File: config.mk
export PLATFORM = sky130hd
export DESIGN_NAME = wp_key_gate
export DESIGN_NICKNAME = d
export VERILOG_FILES = /design/src/rtl/wp_gate_pkg.sv /design/src/rtl/wp_rst_sync.sv /design/src/rtl/wp_addr_decode.sv /design/src/rtl/wp_key_fsm.sv /design/src/rtl/wp_key_gate.sv
export SDC_FILE = /design/constraint.sdc
export NUM_CORES = 1
export LEC_CHECK = 0
export BUFFER_PORTS_ARGS = -buffer_cell sky130_fd_sc_hd__buf_2
export CAP_MARGIN = 10
export CORE_AREA = 2 2 39 41
export DETAILED_ROUTE_END_ITERATION = 8
export DIE_AREA = 0 0 41 43
export GPL_ROUTABILITY_DRIVEN = 0
export PLACE_DENSITY = 0.78
export SYNTH_ARGS = -nofsm -noshare
export SYNTH_HDL_FRONTEND = slang
export SYNTH_SLANG_ARGS = --single-unit
File: constraint.sdc
create_clock -name clk -period 1.7 [get_ports clk]
set_input_delay 0.085 -clock clk [delete_from_list [all_inputs] [get_ports clk]]
set_output_delay 0.085 -clock clk [all_outputs]
set_load 0.005 [all_outputs]
File: src/rtl/wp_gate_pkg.sv
package wp_gate_pkg;

  typedef enum logic [1:0] {
    WPG_LOCKED = 2'd0,
    WPG_ARMED  = 2'd1,
    WPG_OPEN   = 2'd2
  } wpg_state_e;

endpackage

File: src/rtl/wp_rst_sync.sv
module wp_rst_sync #(
  parameter int STAGES = 2
) (
  input  logic clk,
  input  logic rst_n,
  output logic rst_sync_n
);

  logic [STAGES-1:0] chain_q;
  logic [STAGES-1:0] chain_d;

  always_comb begin
    chain_d = {chain_q[STAGES-2:0], 1'b1};
  end

  always_ff @(posedge clk or negedge rst_n) begin
    if (!rst_n) begin
      chain_q <= '0;
    end else begin
      chain_q <= chain_d;
    end
  end

  assign rst_sync_n = chain_q[STAGES-1];

endmodule

File: src/rtl/wp_addr_decode.sv
module wp_addr_decode #(
  parameter int                   AW        = 8,
  parameter int                   NPROT     = 5,
  parameter logic [NPROT*AW-1:0]  PROT_LIST = '0,
  parameter logic [AW-1:0]        KEY_ADDR  = '0
) (
  input  logic [AW-1:0] wr_addr,
  input  logic [AW-1:0] rd_addr,
  output logic          prot_hit,
  output logic          key_hit,
  output logic          rd_key_hit
);

  logic [NPROT-1:0] entry_hit;

  for (genvar gi = 0; gi < NPROT; gi++) begin : g_prot_cmp
    localparam logic [AW-1:0] ENTRY = PROT_LIST[gi*AW +: AW];
    assign entry_hit[gi] = (wr_addr == ENTRY);
  end

  assign prot_hit   = |entry_hit;
  assign key_hit    = (wr_addr == KEY_ADDR);
  assign rd_key_hit = (rd_addr == KEY_ADDR);

endmodule

File: src/rtl/wp_key_fsm.sv
module wp_key_fsm
  import wp_gate_pkg::*;
#(
  parameter int              DW   = 32,
  parameter logic [DW-1:0]   KEY1 = '0,
  parameter logic [DW-1:0]   KEY2 = '0
) (
  input  logic          clk,
  input  logic          rst_n,
  input  logic          key_wr,
  input  logic          other_wr,
  input  logic [DW-1:0] wr_data,
  output logic          unlocked
);

  wpg_state_e state_q;
  wpg_state_e state_d;
  logic       state_en;

  assign state_en = key_wr | other_wr;

  always_comb begin
    state_d = state_q;
    if (key_wr) begin
      if (wr_data == KEY1) begin
        state_d = WPG_ARMED;
      end else if ((wr_data == KEY2) && (state_q == WPG_ARMED)) begin
        state_d = WPG_OPEN;
      end else begin
        state_d = WPG_LOCKED;
      end
    end else if (other_wr && (state_q == WPG_ARMED)) begin
      state_d = WPG_LOCKED;
    end
  end

  always_ff @(posedge clk or negedge rst_n) begin
    if (!rst_n) begin
      state_q <= WPG_LOCKED;
    end else if (state_en) begin
      state_q <= state_d;
    end
  end

  assign unlocked = (state_q == WPG_OPEN);


  abort_on_other_chk: assert property (@(posedge clk) disable iff (!rst_n)
    (state_q == WPG_ARMED) && other_wr && !key_wr |=> (state_q == WPG_LOCKED));


  idle_keeps_state_chk: assert property (@(posedge clk) disable iff (!rst_n)
    !key_wr && !other_wr |=> $stable(state_q));

endmodule

File: src/rtl/wp_key_gate.sv
module wp_key_gate #(
  parameter int                  AW        = 8,
  parameter int                  DW        = 32,
  parameter int                  KW        = 8,
  parameter int                  NPROT     = 5,
  parameter logic [NPROT*AW-1:0] PROT_LIST = {8'h1C, 8'h10, 8'h08, 8'h04, 8'h00},
  parameter logic [AW-1:0]       KEY_ADDR  = 8'h24,
  parameter logic [KW-1:0]       KEY_FIRST = 8'hCA,
  parameter logic [KW-1:0]       KEY_SECOND = 8'h53
) (
  input  logic          clk,
  input  logic          rst_n,
  input  logic          wr_en,
  input  logic [AW-1:0] wr_addr,
  input  logic [DW-1:0] wr_data,
  input  logic [AW-1:0] rd_addr,
  output logic          wr_permit,
  output logic          locked,
  output logic          rd_key_zero
);

  localparam logic [DW-1:0] K1W = {{(DW-KW){1'b0}}, KEY_FIRST};
  localparam logic [DW-1:0] K2W = {{(DW-KW){1'b0}}, KEY_SECOND};

  logic rst_sync_n;
  logic prot_hit;
  logic key_hit;
  logic unlocked;
  logic key_wr;
  logic other_wr;

  wp_rst_sync #(.STAGES(2)) u_rst_sync (
    .clk        (clk),
    .rst_n      (rst_n),
    .rst_sync_n (rst_sync_n)
  );

  wp_addr_decode #(
    .AW        (AW),
    .NPROT     (NPROT),
    .PROT_LIST (PROT_LIST),
    .KEY_ADDR  (KEY_ADDR)
  ) u_decode (
    .wr_addr    (wr_addr),
    .rd_addr    (rd_addr),
    .prot_hit   (prot_hit),
    .key_hit    (key_hit),
    .rd_key_hit (rd_key_zero)
  );

  assign key_wr   = wr_en & key_hit;
  assign other_wr = wr_en & ~key_hit;

  wp_key_fsm #(
    .DW   (DW),
    .KEY1 (K1W),
    .KEY2 (K2W)
  ) u_fsm (
    .clk      (clk),
    .rst_n    (rst_sync_n),
    .key_wr   (key_wr),
    .other_wr (other_wr),
    .wr_data  (wr_data),
    .unlocked (unlocked)
  );

  assign wr_permit = wr_en & ~key_hit & (~prot_hit | unlocked);
  assign locked    = ~unlocked;


  reset_closed_chk: assert property (@(posedge clk)
    !rst_sync_n |=> locked);


  pair_opens_chk: assert property (@(posedge clk) disable iff (!rst_sync_n)
    (wr_en && key_hit && wr_data == K2W) &&
    $past(wr_en && key_hit && wr_data == K1W) |=> !locked);


  closed_blocks_chk: assert property (@(posedge clk) disable iff (!rst_sync_n)
    locked && wr_en && prot_hit |-> !wr_permit);


  wrong_key_closes_chk: assert property (@(posedge clk) disable iff (!rst_sync_n)
    wr_en && key_hit && (wr_data != K1W) && (wr_data != K2W) |=> locked);


  closed_holds_chk: assert property (@(posedge clk) disable iff (!rst_sync_n)
    locked && !(wr_en && key_hit && wr_data == K2W) |=> locked);


  free_addr_passes_chk: assert property (@(posedge clk) disable iff (!rst_sync_n)
    wr_en && !prot_hit && !key_hit |-> wr_permit);


  key_never_passes_chk: assert property (@(posedge clk) disable iff (!rst_sync_n)
    wr_en && key_hit |-> !wr_permit);

endmodule

==> results.yml <==
setup_path:
  critical_path_class: "reg -> out"
  critical-path-slowest-cell: "dfrtp_1"
  critPathArrivalTime_ns: 1.02
  crit_required_ns: 1.62
  cp_num_buf_inv: 1
  path_max_fanout: 3
  cpPeakStageDelay_ns: 0.37
  cp-end-kind: "primary output"
  cp-start-kind: "flop"
  worstPathCellList: "nand2b_1 -> a31oi_1 -> buf_2"
  cpLargestDelayFamily: "flip-flops"
layout:
  area_growth_pct: 92.0
  final_util_pct: 47.9
  fill_cells: 142
  drive_above_1_share_pct: 63.2
  diodes: 0
  layout_common_cells: "53 x buf_2, 5 x nor4_1, 4 x nand2_1, 4 x dfrtp_1"
  multiInputGateArea_um2: 245
  final_common_cell: "buf_2"
  seq_area_um2: 100
  nNetsFinal: 148
sta:
  finalCritPeriodShare_pct: 64.8
  min_period_ns: 1.10
  rsz0062_at_grt: "false"
  timing.fmax_ghz: 0.908
  holdWs_ns: 0.0191
  clock-skew-final_ns: 0.00157
  final.setup.tns_ns: 0
  setup-violations-final: 0
  hold_viol: 0
  fin_ws_ns: 0.599
  slew_violations: 0
place:
  pre_cts_ws_ns: 0.652
  io_buffers: 53
  dp_hpwl_um: 923
cts:
  cts.sinks: 4
  htree_levels: 1
  cts-root-buf: "clkbuf_4"
  cts_tree: "done"
  clk_latency_ns: 0.23
  cts_max_path_buffers: 2
  cts_resized: 0
  cts_buffers: 3
  clk_pin_slew_worst_paths_ns: 0.03
synthesis:
  syn_area_per_cell_um2: 9.09
  async_reset_ff_share_pct: 100
  synth_fp_nets: 89
  synth_area_um2: 345
  synth_seq_cells: 4
  synthCells: 38
  synth_edf_count: 0
  yosys_most_used_dff: "dfrtp_1"
  ys_seq_area_share_pct: 29.0
  yosysWarnings: 0
  synth.distinct_cells: 22
global_route:
  met3_usage_pct: 7.33
  top_usage_layer: "met2"
  grt_pass1_vias: 467
  grt_overflow_total: 0
  antenna_found_initial: 0
  grt_pass1_wl_mm: 1.57
  met1_usage_pct: 12.5
  grt_max_degree: 5
  use_met2_pct: 21.6
  grtUsageTotal_pct: 12.9
run:
  maxCapViolations: 0
floorplan:
  die_w_um: 41
  ioPinCount: 54
  fp-row-count: 14
  core_mm2: 0.00138
  initial_utilization_pct: 25.0
  die_y_um: 43
  die_area_mm2: 0.00176
power:
  combinationalPowerShare_pct: 27.8
  p_total_uw: 297
  powerDensity_mw_per_mm2: 448
  p_int_uw: 232
  p_sw_uw: 65.6
  swShare_pct: 22.0
  peakVddDrop_v: 0.000280
  p_clk_share_pct: 38.8
  p_seq_share_pct: 33.4
  p_leak_nw: 0.339
detailed_routing:
  drt_iter0_markers: 4
  ant_nets: 0
  drtPass1Iterations: 4
  viasPerCell: 4.74
  drc: 0
  vias: 526
  drt-total-wl_um: 997
  avgRoutedWirePerCell_um: 8.98
min_path:
  min_path_type: "reg -> async"
run_status:
  status: "completed"
-- power groups by stage --
stage	Combinational, mW	Sequential [mW]	Clock, mW
after floorplan	0.0175	0.100	0
after global placement	0.0793	0.100	0
after detailed placement	0.0819	0.101	0
after CTS	0.0838	0.0995	0.121
after global routing	0.0920	0.0997	0.134
final	0.0827	0.0994	0.115
-- Yosys cell counts (2+ instances only) --
cell      count  area [um^2]
nand2b_1      2         12.5
nand2_1       4         15.0
dfrtp_1       4          100
nor4_1        5         31.3
and4bb_2      2         25.0
nor4b_1       3         26.3
nand3_1       3         15.0
-- state kept, by name, indices dropped and copies added, names as in the netlist --
signal,flops
u_fsm.state_q,2
u_rst_sync.chain_q,2
-- worst paths after layout --
check	start	endpoint	slack [ns]	cells after the start
worst max register to register	u_fsm.state_q[1]$_DFFE_PN0P_	u_fsm.state_q[1]$_DFFE_PN0P_	0.74	3
worst max-delay path	u_fsm.state_q[0]$_DFFE_PN0P_	wr_permit	0.60	3
min in group clk	wr_data[4]	u_fsm.state_q[1]$_DFFE_PN0P_	0.12	3
max in group asynchronous	rst_n	u_rst_sync.chain_q[0]$_DFF_PN0_	1.44	2
worst min register to register	u_rst_sync.chain_q[1]$_DFF_PN0_	u_fsm.state_q[1]$_DFFE_PN0P_	0.02	0
worst min-delay path	u_rst_sync.chain_q[1]$_DFF_PN0_	u_fsm.state_q[1]$_DFFE_PN0P_	0.02	0
-- layer usage --
| metal | part of all wire (%) | vias to the layer above | wire [um] |
|---|---|---|---|
| met5 | 0 | - | 0 |
| met4 | 0 | 0 | 0 |
| met3 | 12 | 0 | 122 |
| met2 | 53 | 30 | 528 |
| met1 | 35 | 225 | 346 |
| li1 | - | 271 | - |
-- what timing repair did --
item	4_1_cts	5_1_grt
hold buffers	1	0
endpoints found under the hold margin	2	0
setup buffers	0	0
-- through the flow --
step	cells	cell area, um^2
after floorplan	38	345
after global placement	107	631
after detailed placement	107	631
after CTS	111	663
after global routing	111	663
final	111	663
-- layout make-up --
class | instances | area share [%]
Clock buffer | 3 | 3.40
Multi-Input combinational cell | 34 | 37.0
Sequential cell | 4 | 15.1
Tap cell | 16 | 3.02
Timing Repair Buffer | 54 | 41.5
-- logic make-up after synthesis --
family,synth area share (%)
flip-flops,29.0
other,1.09
AND/OR/NAND/NOR,58.0
AO/OA/AOI/OAI,8.70
multiplexers,3.26
Note: power is estimated with default switching activity, not from simulation.
